## config.mk

```make
export PLATFORM = sky130hd
export DESIGN_NAME = exc_bank_ctrl
export DESIGN_NICKNAME = d
export VERILOG_FILES = /design/src/rtl/exc_bank_pkg.sv /design/src/rtl/exc_bank_store.sv /design/src/rtl/exc_ack_eval.sv /design/src/rtl/exc_cmp_eval.sv /design/src/rtl/exc_bank_ctrl.sv
export SDC_FILE = /design/constraint.sdc
export NUM_CORES = 1
export LEC_CHECK = 0
export BUFFER_PORTS_ARGS = -buffer_cell sky130_fd_sc_hd__buf_2
export CAP_MARGIN = 20
export CORE_UTILIZATION = 59
export DETAILED_ROUTE_END_ITERATION = 10
export MAX_ROUTING_LAYER = met4
export PLACE_DENSITY = 0.78
export SLEW_MARGIN = 10
export SYNTH_ARGS = -nofsm -noshare
export SYNTH_HDL_FRONTEND = slang
export SYNTH_HIERARCHICAL = 1
export SYNTH_SLANG_ARGS = --single-unit
export TNS_END_PERCENT = 10
```

## constraint.sdc

```tcl
create_clock -name clk -period 4 [get_ports clk]
set_input_delay 0.8 -clock clk [delete_from_list [all_inputs] [get_ports clk]]
set_output_delay 0.8 -clock clk [all_outputs]
set_load 0.005 [all_outputs]
```

## src/rtl/exc_bank_pkg.sv

```systemverilog
package exc_bank_pkg;
   typedef enum logic [1:0] {
      CMP_NESTED = 2'b00,
      CMP_BASE   = 2'b01,
      CMP_BADRET = 2'b10
   } cmp_stat_e;

   localparam int unsigned MAX_EXC = 64;

   function automatic logic pick_bit(input logic [MAX_EXC-1:0] vec, input int unsigned idx);
      logic r;
      r = 1'b0;
      for (int unsigned i = 0; i < MAX_EXC; i++) begin
         if (i == idx) r = vec[i];
      end
      return r;
   endfunction
endpackage

```

## src/rtl/exc_bank_store.sv

```systemverilog
module exc_bank_store #(
   parameter int unsigned          NUM_EXC = 12,
   parameter int unsigned          EXC_W   = 4,
   parameter logic [NUM_EXC-1:0]   PRESENT = '1
) (
   input  logic               clk,
   input  logic               rst_n,
   input  logic               en_we,
   input  logic [EXC_W-1:0]   en_num,
   input  logic               en_val,
   input  logic               pend_we,
   input  logic [EXC_W-1:0]   pend_num,
   input  logic               ack_hit,
   input  logic [EXC_W-1:0]   ack_num,
   input  logic               clr_hit,
   input  logic [EXC_W-1:0]   clr_num,
   output logic [NUM_EXC-1:0] en_vec,
   output logic [NUM_EXC-1:0] pend_vec,
   output logic [NUM_EXC-1:0] act_vec
);
   for (genvar i = 0; i < NUM_EXC; i++) begin : g_ent
      if (PRESENT[i]) begin : g_live
         logic sel_en, sel_pend, sel_ack, sel_clr;
         assign sel_en   = en_we   && (en_num   == EXC_W'(i));
         assign sel_pend = pend_we && (pend_num == EXC_W'(i));
         assign sel_ack  = ack_hit && (ack_num  == EXC_W'(i));
         assign sel_clr  = clr_hit && (clr_num  == EXC_W'(i));
         always_ff @(posedge clk) begin
            if (!rst_n) begin
               en_vec[i]   <= 1'b0;
               pend_vec[i] <= 1'b0;
               act_vec[i]  <= 1'b0;
            end else begin
               if (sel_en) en_vec[i] <= en_val;
               pend_vec[i] <= (pend_vec[i] & ~sel_ack) | sel_pend;
               act_vec[i]  <= (act_vec[i] & ~sel_clr) | sel_ack;
            end
         end
      end else begin : g_none
         assign en_vec[i]   = 1'b0;
         assign pend_vec[i] = 1'b0;
         assign act_vec[i]  = 1'b0;
      end
   end
endmodule

```

## src/rtl/exc_ack_eval.sv

```systemverilog
module exc_ack_eval
   import exc_bank_pkg::*;
#(
   parameter int unsigned        NUM_EXC   = 12,
   parameter int unsigned        EXC_W     = 4,
   parameter int unsigned        PRIO_W    = 4,
   parameter int unsigned        RESET_NUM = 1,
   parameter logic [NUM_EXC-1:0] BANKED    = '0
) (
   input  logic [EXC_W-1:0]   num,
   input  logic               sec,
   input  logic [PRIO_W-1:0]  prio,
   input  logic [PRIO_W-1:0]  exec_prio,
   input  logic [NUM_EXC-1:0] en_ns,
   input  logic [NUM_EXC-1:0] pend_ns,
   input  logic [NUM_EXC-1:0] en_s,
   input  logic [NUM_EXC-1:0] pend_s,
   input  logic [NUM_EXC-1:0] route,
   output logic               ok,
   output logic               tgt_sec
);
   logic legal, banked, en_b, pend_b;
   int unsigned idx;

   always_comb begin
      idx     = int'(num);
      legal   = (idx > RESET_NUM) && (idx < NUM_EXC);
      banked  = pick_bit(MAX_EXC'(BANKED), idx);
      en_b    = sec ? pick_bit(MAX_EXC'(en_s), idx)   : pick_bit(MAX_EXC'(en_ns), idx);
      pend_b  = sec ? pick_bit(MAX_EXC'(pend_s), idx) : pick_bit(MAX_EXC'(pend_ns), idx);
      ok      = legal && en_b && pend_b && (prio < exec_prio);
      tgt_sec = ok && (sec || (!banked && pick_bit(MAX_EXC'(route), idx)));
   end
endmodule

```

## src/rtl/exc_cmp_eval.sv

```systemverilog
module exc_cmp_eval
   import exc_bank_pkg::*;
#(
   parameter int unsigned        NUM_EXC   = 12,
   parameter int unsigned        EXC_W     = 4,
   parameter int unsigned        RESET_NUM = 1,
   parameter logic [NUM_EXC-1:0] BANKED    = '0
) (
   input  logic [EXC_W-1:0]   num,
   input  logic               sec,
   input  logic [NUM_EXC-1:0] act_ns,
   input  logic [NUM_EXC-1:0] act_s,
   output logic               hit,
   output logic               sel_sec,
   output cmp_stat_e          status
);
   logic legal, was_act, remain;
   logic [NUM_EXC-1:0] mask;
   int unsigned idx;

   always_comb begin
      idx     = int'(num);
      legal   = (idx > RESET_NUM) && (idx < NUM_EXC);
      sel_sec = sec && pick_bit(MAX_EXC'(BANKED), idx);
      was_act = legal && (sel_sec ? pick_bit(MAX_EXC'(act_s), idx)
                                  : pick_bit(MAX_EXC'(act_ns), idx));
      mask    = '0;
      for (int unsigned i = 0; i < NUM_EXC; i++) begin
         if (i == idx) mask[i] = was_act;
      end
      remain  = |(act_ns & ~(sel_sec ? '0 : mask)) | |(act_s & ~(sel_sec ? mask : '0));
      hit     = was_act;
      if (!was_act)    status = CMP_BADRET;
      else if (remain) status = CMP_NESTED;
      else             status = CMP_BASE;
   end
endmodule

```

## src/rtl/exc_bank_ctrl.sv

```systemverilog
module exc_bank_ctrl
   import exc_bank_pkg::*;
#(
   parameter int unsigned        NUM_EXC     = 12,
   parameter int unsigned        PRIO_W      = 4,
   parameter int unsigned        RESET_NUM   = 1,
   parameter logic [NUM_EXC-1:0] BANKED_MASK = 12'h03C,
   parameter int unsigned        EXC_W       = $clog2(NUM_EXC + 1)
) (
   input  logic              clk,
   input  logic              rst_n,
   input  logic              cfg_we,
   input  logic [EXC_W-1:0]  cfg_num,
   input  logic              cfg_sec,
   input  logic              cfg_en,
   input  logic              cfg_route,
   input  logic              pend_set,
   input  logic [EXC_W-1:0]  pend_num,
   input  logic              pend_sec,
   input  logic [EXC_W-1:0]  vec_pend_num,
   input  logic              vec_pend_sec,
   input  logic [PRIO_W-1:0] vec_pend_prio,
   input  logic [PRIO_W-1:0] exec_prio,
   input  logic              ack_req,
   output logic              ack_done,
   output logic              ack_err,
   output logic              ack_secure,
   output logic [EXC_W-1:0]  cur_exc,
   input  logic              cmp_req,
   input  logic [EXC_W-1:0]  cmp_num,
   input  logic              cmp_sec,
   output logic              cmp_done,
   output logic [1:0]        cmp_status
);
   function automatic logic [NUM_EXC-1:0] legal_fn();
      logic [NUM_EXC-1:0] m;
      for (int unsigned i = 0; i < NUM_EXC; i++) m[i] = (i > RESET_NUM);
      return m;
   endfunction

   localparam logic [NUM_EXC-1:0] LEGAL_MASK  = legal_fn();
   localparam logic [NUM_EXC-1:0] SEC_PRESENT = LEGAL_MASK & BANKED_MASK;
   localparam logic [NUM_EXC-1:0] RTE_PRESENT = LEGAL_MASK & ~BANKED_MASK;

   if (NUM_EXC > MAX_EXC) begin : g_bad_num
      $error("NUM_EXC exceeds the supported maximum");
   end
   if (NUM_EXC < RESET_NUM + 2) begin : g_bad_rst
      $error("NUM_EXC leaves no legal exception number");
   end
   if ((2 ** EXC_W) < NUM_EXC) begin : g_bad_w
      $error("EXC_W too narrow for NUM_EXC");
   end
   if (PRIO_W < 1) begin : g_bad_p
      $error("PRIO_W must be at least 1");
   end

   logic [NUM_EXC-1:0] en_ns, pend_ns, act_ns;
   logic [NUM_EXC-1:0] en_s, pend_s, act_s;
   logic [NUM_EXC-1:0] route_q;
   logic cfg_to_s, pend_to_s;
   logic ack_ok, ack_tgt, ack_fire;
   logic cmp_hit, cmp_to_s, cmp_fire;
   cmp_stat_e cmp_code;

   assign cfg_to_s  = cfg_sec  && pick_bit(MAX_EXC'(BANKED_MASK), int'(cfg_num));
   assign pend_to_s = pend_sec && pick_bit(MAX_EXC'(BANKED_MASK), int'(pend_num));

   for (genvar i = 0; i < NUM_EXC; i++) begin : g_rte
      if (RTE_PRESENT[i]) begin : g_keep
         always_ff @(posedge clk) begin
            if (!rst_n) route_q[i] <= 1'b0;
            else if (cfg_we && cfg_num == EXC_W'(i)) route_q[i] <= cfg_route;
         end
      end else begin : g_tie
         assign route_q[i] = 1'b0;
      end
   end

   exc_ack_eval #(
      .NUM_EXC(NUM_EXC), .EXC_W(EXC_W), .PRIO_W(PRIO_W),
      .RESET_NUM(RESET_NUM), .BANKED(BANKED_MASK)
   ) u_ack (
      .num(vec_pend_num), .sec(vec_pend_sec), .prio(vec_pend_prio),
      .exec_prio(exec_prio), .en_ns(en_ns), .pend_ns(pend_ns),
      .en_s(en_s), .pend_s(pend_s), .route(route_q),
      .ok(ack_ok), .tgt_sec(ack_tgt)
   );

   exc_cmp_eval #(
      .NUM_EXC(NUM_EXC), .EXC_W(EXC_W),
      .RESET_NUM(RESET_NUM), .BANKED(BANKED_MASK)
   ) u_cmp (
      .num(cmp_num), .sec(cmp_sec), .act_ns(act_ns), .act_s(act_s),
      .hit(cmp_hit), .sel_sec(cmp_to_s), .status(cmp_code)
   );

   assign ack_fire = ack_req && ack_ok;
   assign cmp_fire = cmp_req && cmp_hit;

   exc_bank_store #(.NUM_EXC(NUM_EXC), .EXC_W(EXC_W), .PRESENT(LEGAL_MASK)) u_ns (
      .clk(clk), .rst_n(rst_n),
      .en_we(cfg_we && !cfg_to_s), .en_num(cfg_num), .en_val(cfg_en),
      .pend_we(pend_set && !pend_to_s), .pend_num(pend_num),
      .ack_hit(ack_fire && !vec_pend_sec), .ack_num(vec_pend_num),
      .clr_hit(cmp_fire && !cmp_to_s), .clr_num(cmp_num),
      .en_vec(en_ns), .pend_vec(pend_ns), .act_vec(act_ns)
   );

   exc_bank_store #(.NUM_EXC(NUM_EXC), .EXC_W(EXC_W), .PRESENT(SEC_PRESENT)) u_s (
      .clk(clk), .rst_n(rst_n),
      .en_we(cfg_we && cfg_to_s), .en_num(cfg_num), .en_val(cfg_en),
      .pend_we(pend_set && pend_to_s), .pend_num(pend_num),
      .ack_hit(ack_fire && vec_pend_sec), .ack_num(vec_pend_num),
      .clr_hit(cmp_fire && cmp_to_s), .clr_num(cmp_num),
      .en_vec(en_s), .pend_vec(pend_s), .act_vec(act_s)
   );

   always_ff @(posedge clk) begin
      if (!rst_n) begin
         ack_done   <= 1'b0;
         ack_err    <= 1'b0;
         ack_secure <= 1'b0;
         cur_exc    <= '0;
         cmp_done   <= 1'b0;
         cmp_status <= 2'b00;
      end else begin
         ack_done   <= ack_req;
         ack_err    <= ack_req && !ack_ok;
         ack_secure <= ack_fire && ack_tgt;
         if (ack_fire) cur_exc <= vec_pend_num;
         cmp_done   <= cmp_req;
         cmp_status <= cmp_req ? 2'(cmp_code) : 2'b00;
      end
   end
endmodule

```

-- Yosys cells after proc, flatten, opt, wreduce, memory -nomap -nowiden
Cells that the tools add are included.
- word-level logic and storage cells: 512
- input bits: 36
- flip-flop bits (word level): 58
- output and inout port bits: 10
- magnitude comparators: 5
- reduce and logical (&&, ||, !) cells: 97
- eq/ne operators: 97
- bitwise operators: 89
- multiplexer cells: 169
- operator list (kind ; number):
    $mux 1 ; 166
    $eq 4x4->1 const A ; 32
    $logic_and 1x1->1 ; 85
    $eq 3x4->1 const A ; 16
    $eq 4x3->1 const B ; 16
    $eq 4x4->1 const B ; 16
    $eq 2x4->1 const A ; 8
    $eq 4x2->1 const B ; 8
    $or 1x1->1 ; 29
    $and 1x1->1 ; 28
    $not 1->1 ; 28
    $mux 12 ; 2
    $not 12->12 ; 2
    $reduce_or 12->1 ; 2
    $and 12x12->12 ; 1
    $and 6x12->12 ; 1
    $gt 4x1->1 const B ; 2
    $lt 4x4->1 const B ; 2
    $logic_not 1->1 ; 6
    $eq 1x4->1 const A ; 1
    $logic_not 4->1 ; 1
    $lt 4x4->1 ; 1
    $reduce_and 3->1 ; 1
    $mux 2 ; 1
    2 further kinds ; 2

-- Longest topological paths before layout
Gate-level depths: netlist (run 1).
- depth after elaboration: 26
- mapped depth: 13
- mapped depth without buffers: 12

-- Modules after synthesis
Netlist (run 1), hierarchy kept.
- modules (own cells, without submodules) (module ; times used ; cells each ; area an instance (µm²) ; sequential area each (µm²)):
    exc_bank_store (u_ns) ; 1 ; 139 ; 1355.0 ; 600.6
    exc_ack_eval ; 1 ; 128 ; 805.8 ; 0.0
    exc_bank_store (u_s) ; 1 ; 83 ; 758.2 ; 240.2
    exc_bank_ctrl ; 1 ; 71 ; 665.6 ; 320.3
    exc_cmp_eval ; 1 ; 86 ; 565.5 ; 0.0

-- Worst setup path after synthesis (run 1)
Ideal clock, no wire load.
- kind: in2reg
- start: in vec_pend_num[3]
- end: reg u_ns.pend_vec[3]
- buffers on the path: 1
- setup time: 0.117 ns
- required time: 3.883 ns
- arrival: 2.979 ns
- cell stages on the path: 11
- path slack: 0.904 ns
- path through: buf_2 nor2_1 o211ai_1 a2111oi_2 a21oi_1 a21oi_1 nand2_1 nor2_1 nor3b_2 nand3_1 a32o_1
- word-level cells in the longest chain between the ends: 25
- elaborated cells between the ends (all ways): 85
- those cells by class: order compare (2); eq/ne (15); mux (58); bitwise (3); reduce/logical (7)
- RTL lines (what ; RTL line ; RTL):
    start, declared ; exc_bank_ctrl.sv:20 ; input logic [EXC_W-1:0] vec_pend_num,
    $eq 2x4->1 ; -- ;
    $mux 1 (14 in series) ; exc_bank_pkg.sv:14 ; if (i == idx) r = vec[i];
    $mux 1 ; exc_ack_eval.sv:29 ; en_b = sec ? pick_bit(MAX_EXC'(en_s), idx) : pick_bit(MAX_EXC'(en_ns), idx);
    $logic_and 1x1->1 ; exc_ack_eval.sv:31 ; ok = legal && en_b && pend_b && (prio < exec_prio);
    $logic_and 1x1->1 (*) (2 in series) ; exc_ack_eval.sv:31 ;
    via ack_ok ; exc_bank_ctrl.sv:62 ; logic ack_ok, ack_tgt, ack_fire;
    $logic_and 1x1->1 (*) ; exc_bank_ctrl.sv:98 ; assign ack_fire = ack_req && ack_ok;
    $logic_and 1x1->1 (*) ; exc_bank_ctrl.sv:105 ; .ack_hit(ack_fire && !vec_pend_sec), .ack_num(vec_pend_num),
    $logic_and 1x1->1 (*) ; exc_bank_store.sv:26 ; assign sel_ack = ack_hit && (ack_num == EXC_W'(i));
    $not 1->1 (*) ; exc_bank_store.sv:35 ; pend_vec[i] <= (pend_vec[i] & ~sel_ack) | sel_pend;
    $and 1x1->1 (*) ; exc_bank_store.sv:35 ;
    $or 1x1->1 (*) ; exc_bank_store.sv:35 ;
    end signal, assigned by index ; exc_bank_store.sv:35 ;
    end, declared ; exc_bank_store.sv:18 ; output logic [NUM_EXC-1:0] pend_vec,
The timed path passes the listed nets; every way through them passes the cells marked *.
A chain may end at the register's enable or synchronous reset.

-- Worst setup path in the final report (run 1)
- start: in vec_pend_num[1]
- end: reg u_ns.pend_vec[8]
Same word-level chain as after synthesis.

==> impl_metrics.py, run 1 <==
metrics = {
    "route": {
        "viasPerCell": 6.02,
        "first_pass_iters": 4,
        "ant_nets": 0,
        "routedWlPerCell_um": 15.6,
        "drc": 0,
        "routed_wirelength_um": 10100,
        "drt_iter0_markers": 170,
        "via_count": 3911,
    },
    "worst_setup_path": {
        "critPathLaunch": "vec_pend_num[1]",
        "worstPathRequired_ns": 4.20,
        "cp-endpoint": "u_ns/pend_vec[8]",
        "cp_slowest_cell": "and3b_1",
        "r2r_start": "u_ns/en_vec[2]",
        "max_stage_delay_ns": 0.35,
        "crit_arrival_ns": 3.53,
        "cp.depth": 12,
        "crit_family": "compound AO/OA/AOI/OAI gates",
        "path_class": "in -> reg",
        "critPathCaptureType": "flip-flop",
        "cp-start-kind": "input port",
        "crit_chain": "buf_2 > and3b_1 > o21ai_1 > a311o_1 > a31oi_1 > o211ai_1 > a21oi_1 > nand2_1 > nor2_1 > nand3b_1 > o311ai_1 > o21ai_0",
        "crit_buf_inv": 1,
        "reg2reg_to": "u_ns/pend_vec[8]",
        "worst-path-max-fanout": 22,
        "r2r_slack_ns": 1.39,
        "rr_worst_depth": 11,
    },
    "yosys": {
        "syn_area_mm2": 0.00415,
        "yosysWarnings": 6,
        "synth-seq-cells": 58,
        "synth_ff_type": "dfxtp_1",
        "async_reset_ff_share_pct": 0,
        "synthDistinctLibCells": 79,
        "yosysSeqAreaShare_pct": 28.0,
        "netlist_instances": 507,
        "synth_edf_count": 0,
        "syn_area_per_cell_um2": 8.19,
    },
    "place": {
        "io_buffers": 45,
        "globalplace.congestion": 0.987,
        "dp_hpwl_um": 7300,
        "place_inst": 634,
        "dpl-instance-area_mm2": 0.00431,
    },
    "sta": {
        "setup-violations-final": 0,
        "final.min_clock_period_ns": 3.33,
        "drv_slew": 0,
        "whs_ns": 0.457,
        "fmax_mhz": 301,
        "final_hold_viol_count": 0,
        "rsz0062_at_grt": "false",
        "fin_worst_skew_ns": 0.0138,
        "worst_pin_slew_ns": 0.720,
        "period_share_pct": 83.2,
        "finalSetupTns_ns": 0,
        "slew_headroom_pct": 52.0,
    },
    "worst_hold_path": {
        "min_from": "cur_exc[2]",
        "hold_class": "reg -> reg",
    },
    "global_routing": {
        "grt_max_degree": 42,
        "grt_use_met2_pct": 47.5,
        "grt_pass1_vias": 3462,
        "grt_util_met1_pct": 34.3,
        "grt_pass1_wl_um": 16400,
        "grt_util_all_layers_pct": 28.8,
        "antenna_found_initial": 0,
        "met3_usage_pct": 5.49,
        "gr-total-overflow": 0,
        "grt-busiest-layer": "met2",
    },
    "clock_tree": {
        "clkTransAtPathRegs_ns": 0.06,
        "clock-sinks": 58,
        "post_cts_buffers": 0,
        "cts_htree_levels": 3,
        "cts-root-buf": "clkbuf_8",
        "cts-hold-fix-buffers": 0,
        "cts_buffers": 9,
        "cts_tree": "done",
        "clockBufferDepth": 2,
        "ctsResizeCount": 0,
        "clkLatencyLatePin_ns": 0.34,
    },
    "run": {
        "cap_violations": 0,
    },
    "finish": {
        "final_cell_area_mm2": 0.00451,
        "instances_no_fill": 650,
        "n_antenna_cell": 0,
        "syn_to_final_growth_pct": 8.71,
        "utilization_pct": 66.4,
        "nNetsFinal": 588,
        "final_cell_mix": "dfxtp_1 (58), buf_2 (45), nand2_1 (43)",
        "layout_commonest_cell": "dfxtp_1",
        "layout-drive-gt1-share_pct": 16.2,
    },
    "outcome": {
        "outcome": "finished, final reports clean",
    },
    "die": {
        "fp.dieArea_mm2": 0.00737,
        "row_count": 30,
        "die_y_um": 85.9,
        "start_util_pct": 61.1,
        "die_x_um": 85.9,
        "boundaryPins": 46,
        "core_area_mm2": 0.00679,
    },
    "power_and_ir_drop": {
        "max-vdd-ir-drop_mv": 0.218,
        "p_per_area_mw_per_mm2": 299,
        "cellLeakagePower_nw": 1.75,
    },
}
state kept, by name, indices dropped and copies added (netlist names):
signal         count
u_ns/act_vec      10
cur_exc            4
ack_done           1
cmp_status         2
route_q            6
u_ns/en_vec       10
ack_err            1
u_s/pend_vec       4
u_s/en_vec         4
u_s/act_vec        4
u_ns/pend_vec     10
cmp_done           1
ack_secure         1
worst min-delay path: cells and delay by family (launching register included):
kind,cells,cell delay (ns)
flip-flops,1,0.31
AO/OA/AOI/OAI,1,0.05
AND/OR/NAND/NOR,1,0.05
logic make-up (layout without fill, tap and decap cells):
group | after synthesis | after routing | synth area share, %
AOI/OAI and AO/OA | 167 | 167 | 28.8
xor gates and xnor gates | 3 | 3 | 0.633
adders and majority gates | 3 | 3 | 0.905
buffers and inverters | 70 | 84 | 10.0
DFF | 58 | 58 | 28.0
muxes | 14 | 14 | 3.38
other | 3 | 36 | 0.271
and+or+nand+nor | 189 | 189 | 28.0
per-stage QoR:
| stage | power, mW | worst slack, ns |
|---|---|---|
| floorplan | 0.760 | 0.904 |
| global placement | 0.804 | 0.457 |
| detailed placement | 0.808 | 0.388 |
| CTS | 1.35 | 0.733 |
| global route | 1.41 | 0.377 |
| finish | 1.35 | 0.673 |
Yosys cell counts (11+ instances only):
master | number | share of area (%)
a21oi_1 | 21 | 2.5
buf_2 | 15 | 1.8
buf_4 | 32 | 5.8
dfxtp_1 | 58 | 28
inv_1 | 17 | 1.5
mux2i_1 | 14 | 3.4
nand2_1 | 43 | 3.9
nand2b_1 | 16 | 2.4
nand3b_1 | 18 | 3.3
nor2_1 | 32 | 2.9
nor3_1 | 11 | 1.3
o211ai_1 | 13 | 2.4
o21a_1 | 16 | 2.9
o21ai_0 | 18 | 2.2
o22ai_1 | 11 | 1.7
o31ai_1 | 12 | 2.2
worst min path at each step:
| stage | to | slack (ns) | cells after the start |
|---|---|---|---|
| after floorplan | u_s/en_vec[5] | 0.43 | 2 |
| after global placement | u_ns/pend_vec[7] | 0.45 | 2 |
| after detailed placement | cur_exc[2] | 0.45 | 2 |
| after CTS | cur_exc[2] | 0.46 | 2 |
| after global routing | cur_exc[0] | 0.47 | 2 |
| final | cur_exc[2] | 0.46 | 2 |
power breakdown:
group	leakage [nW]	switching (mW)	internal, mW
clock	0.105	0.231	0.318
sequential	0.469	0.00358	0.585
combinational	1.18	0.135	0.0775
routing by layer:
layer	vias to the layer above	part of all wire (%)
met5	-	0
met4	0	2.9
met3	21	4.8
met2	145	48
met1	1823	44
li1	1922	-
area by class of cell:
| cell class | count | area, µm² |
|---|---|---|
| Fill cell | 600 | 2280 |
| Inverter | 18 | 67.6 |
| Multi-Input combinational cell | 412 | 2700 |
| Clock inverter | 5 | 52.6 |
| Tap cell | 96 | 120 |
| Timing Repair Buffer | 50 | 263 |
| Clock buffer | 11 | 151 |
| Sequential cell | 58 | 1160 |
Power figures use the tool's default switching activity.
==> run 2: changes to the inputs <==
Clock period 4 ns to 3.5 ns, I/O delays scaled along.
==> impl_metrics.py, run 2 (synthesized netlist as in run 1, its figures left out) <==
metrics = {
    "clock_tree": {
        "cts_htree_levels": 3,
        "clockBufferDepth": 2,
        "cts-root-buf": "clkbuf_8",
        "post_cts_buffers": 0,
        "clkTransAtPathRegs_ns": 0.06,
        "clkLatencyLatePin_ns": 0.33,
        "ctsResizeCount": 0,
        "cts_buffers": 9,
        "clock-sinks": 58,
        "cts_tree": "done",
        "cts-hold-fix-buffers": 0,
    },
    "worst_setup_path": {
        "worstPathRequired_ns": 3.70,
        "r2r_start": "u_ns/en_vec[8]",
        "max_stage_delay_ns": 0.35,
        "worst-path-max-fanout": 19,
        "crit_family": "compound AO/OA/AOI/OAI gates",
        "crit_arrival_ns": 3.33,
        "cp_common_cell": "a21oi_1",
        "critPathLaunch": "vec_pend_num[2]",
        "crit_buf_inv": 1,
        "critPathCaptureType": "flip-flop",
        "crit_chain": "buf_2 > nand2b_1 > a31o_1 > a22oi_1 > a2111oi_2 > a21oi_1 > a21oi_1 > nand2_1 > nor2_1 > nand3b_1 > o311ai_1 > o21ai_0",
        "r2r_slack_ns": 0.90,
        "reg2reg_to": "u_ns/pend_vec[8]",
        "cp-start-kind": "input port",
        "rr_worst_depth": 11,
        "cp_slowest_cell": "a2111oi_2",
        "path_class": "in -> reg",
    },
    "sta": {
        "fmax_mhz": 320,
        "period_share_pct": 89.2,
        "slew_headroom_pct": 56.3,
        "finalSetupTns_ns": 0,
        "final.min_clock_period_ns": 3.12,
        "worst_pin_slew_ns": 0.656,
        "setup-violations-final": 0,
        "rsz0062_at_grt": "false",
        "final_hold_viol_count": 0,
        "drv_slew": 0,
        "fin_worst_skew_ns": 0.00593,
    },
    "route": {
        "drt_iter0_markers": 262,
        "ant_nets": 0,
        "routedWlPerCell_um": 15.6,
        "viasPerCell": 5.99,
        "drc": 0,
        "routed_wirelength_um": 10200,
        "first_pass_iters": 5,
        "via_count": 3926,
    },
    "run": {
        "cap_violations": 0,
    },
    "global_routing": {
        "grt_util_all_layers_pct": 29.8,
        "grt_max_degree": 36,
        "antenna_found_initial": 0,
        "gr-total-overflow": 0,
        "grt_pass1_vias": 3560,
        "grt_pass1_wl_um": 17000,
    },
    "place": {
        "globalplace.congestion": 1.01,
        "dp_hpwl_um": 7410,
        "dpl-instance-area_mm2": 0.00435,
        "io_buffers": 45,
    },
    "finish": {
        "n_antenna_cell": 0,
        "syn_to_final_growth_pct": 9.20,
        "final_cell_mix": "dfxtp_1 (58), buf_2 (45), nand2_1 (43)",
        "layout-drive-gt1-share_pct": 16.6,
        "nNetsFinal": 593,
        "reg.largest.list": "u_ns/act_vec (10), u_ns/en_vec (10), u_ns/pend_vec (10)",
        "final_cell_area_mm2": 0.00453,
        "layout_commonest_cell": "dfxtp_1",
        "utilization_pct": 66.7,
    },
    "power_and_ir_drop": {
        "max-vdd-ir-drop_mv": 0.222,
        "cellLeakagePower_nw": 1.76,
        "p_per_area_mw_per_mm2": 334,
    },
    "die": {
        "boundaryPins": 46,
        "die_x_um": 85.9,
        "core_area_mm2": 0.00679,
        "die_y_um": 85.9,
        "row_count": 30,
        "start_util_pct": 61.1,
        "fp.dieArea_mm2": 0.00737,
    },
    "worst_hold_path": {
        "min_from": "cur_exc[2]",
        "hold_path_depth": 2,
        "hold_class": "reg -> reg",
        "hold_end": "cur_exc[2]",
    },
    "outcome": {
        "outcome": "finished, final reports clean",
    },
}
==> run 2: cell count changes in the layout (fill, tap and decap cells not counted) <==
cell and change:
buf_4 +5, clkbuf_1 +2, clkbuf_8 -2, clkinv_2 -1
clkinvlp_4 +1
==> run 2: routing by layer <==
| metal | share of wire [%] | wire [µm] | up-vias | GRT usage, % |
|---|---|---|---|---|
| met2 | 50 | 5140 | 132 | 51.4 |
| met1 | 43 | 4410 | 1839 | 35.2 |
| met3 | 4.4 | 447 | 20 | 3.95 |
| li1 | - | - | 1935 | - |
| met5 | 0 | 0 | - | - |
| met4 | 2.0 | 206 | 0 | 11.2 |
==> run 2: where the power goes <==
group	switching, mW	leakage [nW]	total [mW]	internal (mW)
registers	0.00441	0.469	0.673	0.669
clock network	0.269	0.0893	0.596	0.327
logic	0.154	1.20	0.246	0.0922
total	0.428	1.76	1.52	1.09
==> run 2: worst reg2reg max path, cell delays in order (launching register included) <==
cell and delay [ns]:
dfxtp_1 0.37, nand2_1 0.11, a211oi_1 0.38, nor2_1 0.08, o21ai_0 0.10, o211ai_1 0.18
a21oi_1 0.21, nand2_1 0.17, nor2_1 0.22, nand3b_1 0.23, o311ai_1 0.28, o21ai_0 0.13
==> run 2: area by class of cell <==
type / count / area, µm²
multi-input cells: 412 / 2700
fillers: 563 / 2260
flip-flops and latches: 58 / 1160
repair buffers: 55 / 300
clock buffers: 11 / 131
well taps: 96 / 120
inverters: 18 / 67.6
clock inverters: 5 / 55.1
==> run 2: worst max path at each step <==
| stage | to | slack [ns] | cells past startpoint |
|---|---|---|---|
| 2_1_floorplan | u_ns/pend_vec[3] | 0.50 | 11 |
| 3_3_place_gp | u_ns/pend_vec[4] | 0.26 | 12 |
| 3_5_place_dp | u_ns/pend_vec[2] | 0.1 | 12 |
| 4_1_cts | u_ns/pend_vec[2] | 0.44 | 12 |
| 5_1_grt | u_ns/pend_vec[3] | 0.12 | 12 |
| 6_report | u_ns/pend_vec[8] | 0.38 | 12 |
==> run 2: through the flow <==
stage | hold slack, ns | setup slack [ns] | cells | total power [mW]
floorplan | 0.432 | 0.504 | 540 | 0.869
global placement | 0.446 | 0.257 | 639 | 0.922
detailed placement | 0.447 | 0.0958 | 639 | 0.927
CTS | 0.457 | 0.435 | 655 | 1.52
global route | 0.471 | 0.124 | 655 | 1.58
finish | 0.455 | 0.377 | 655 | 1.52
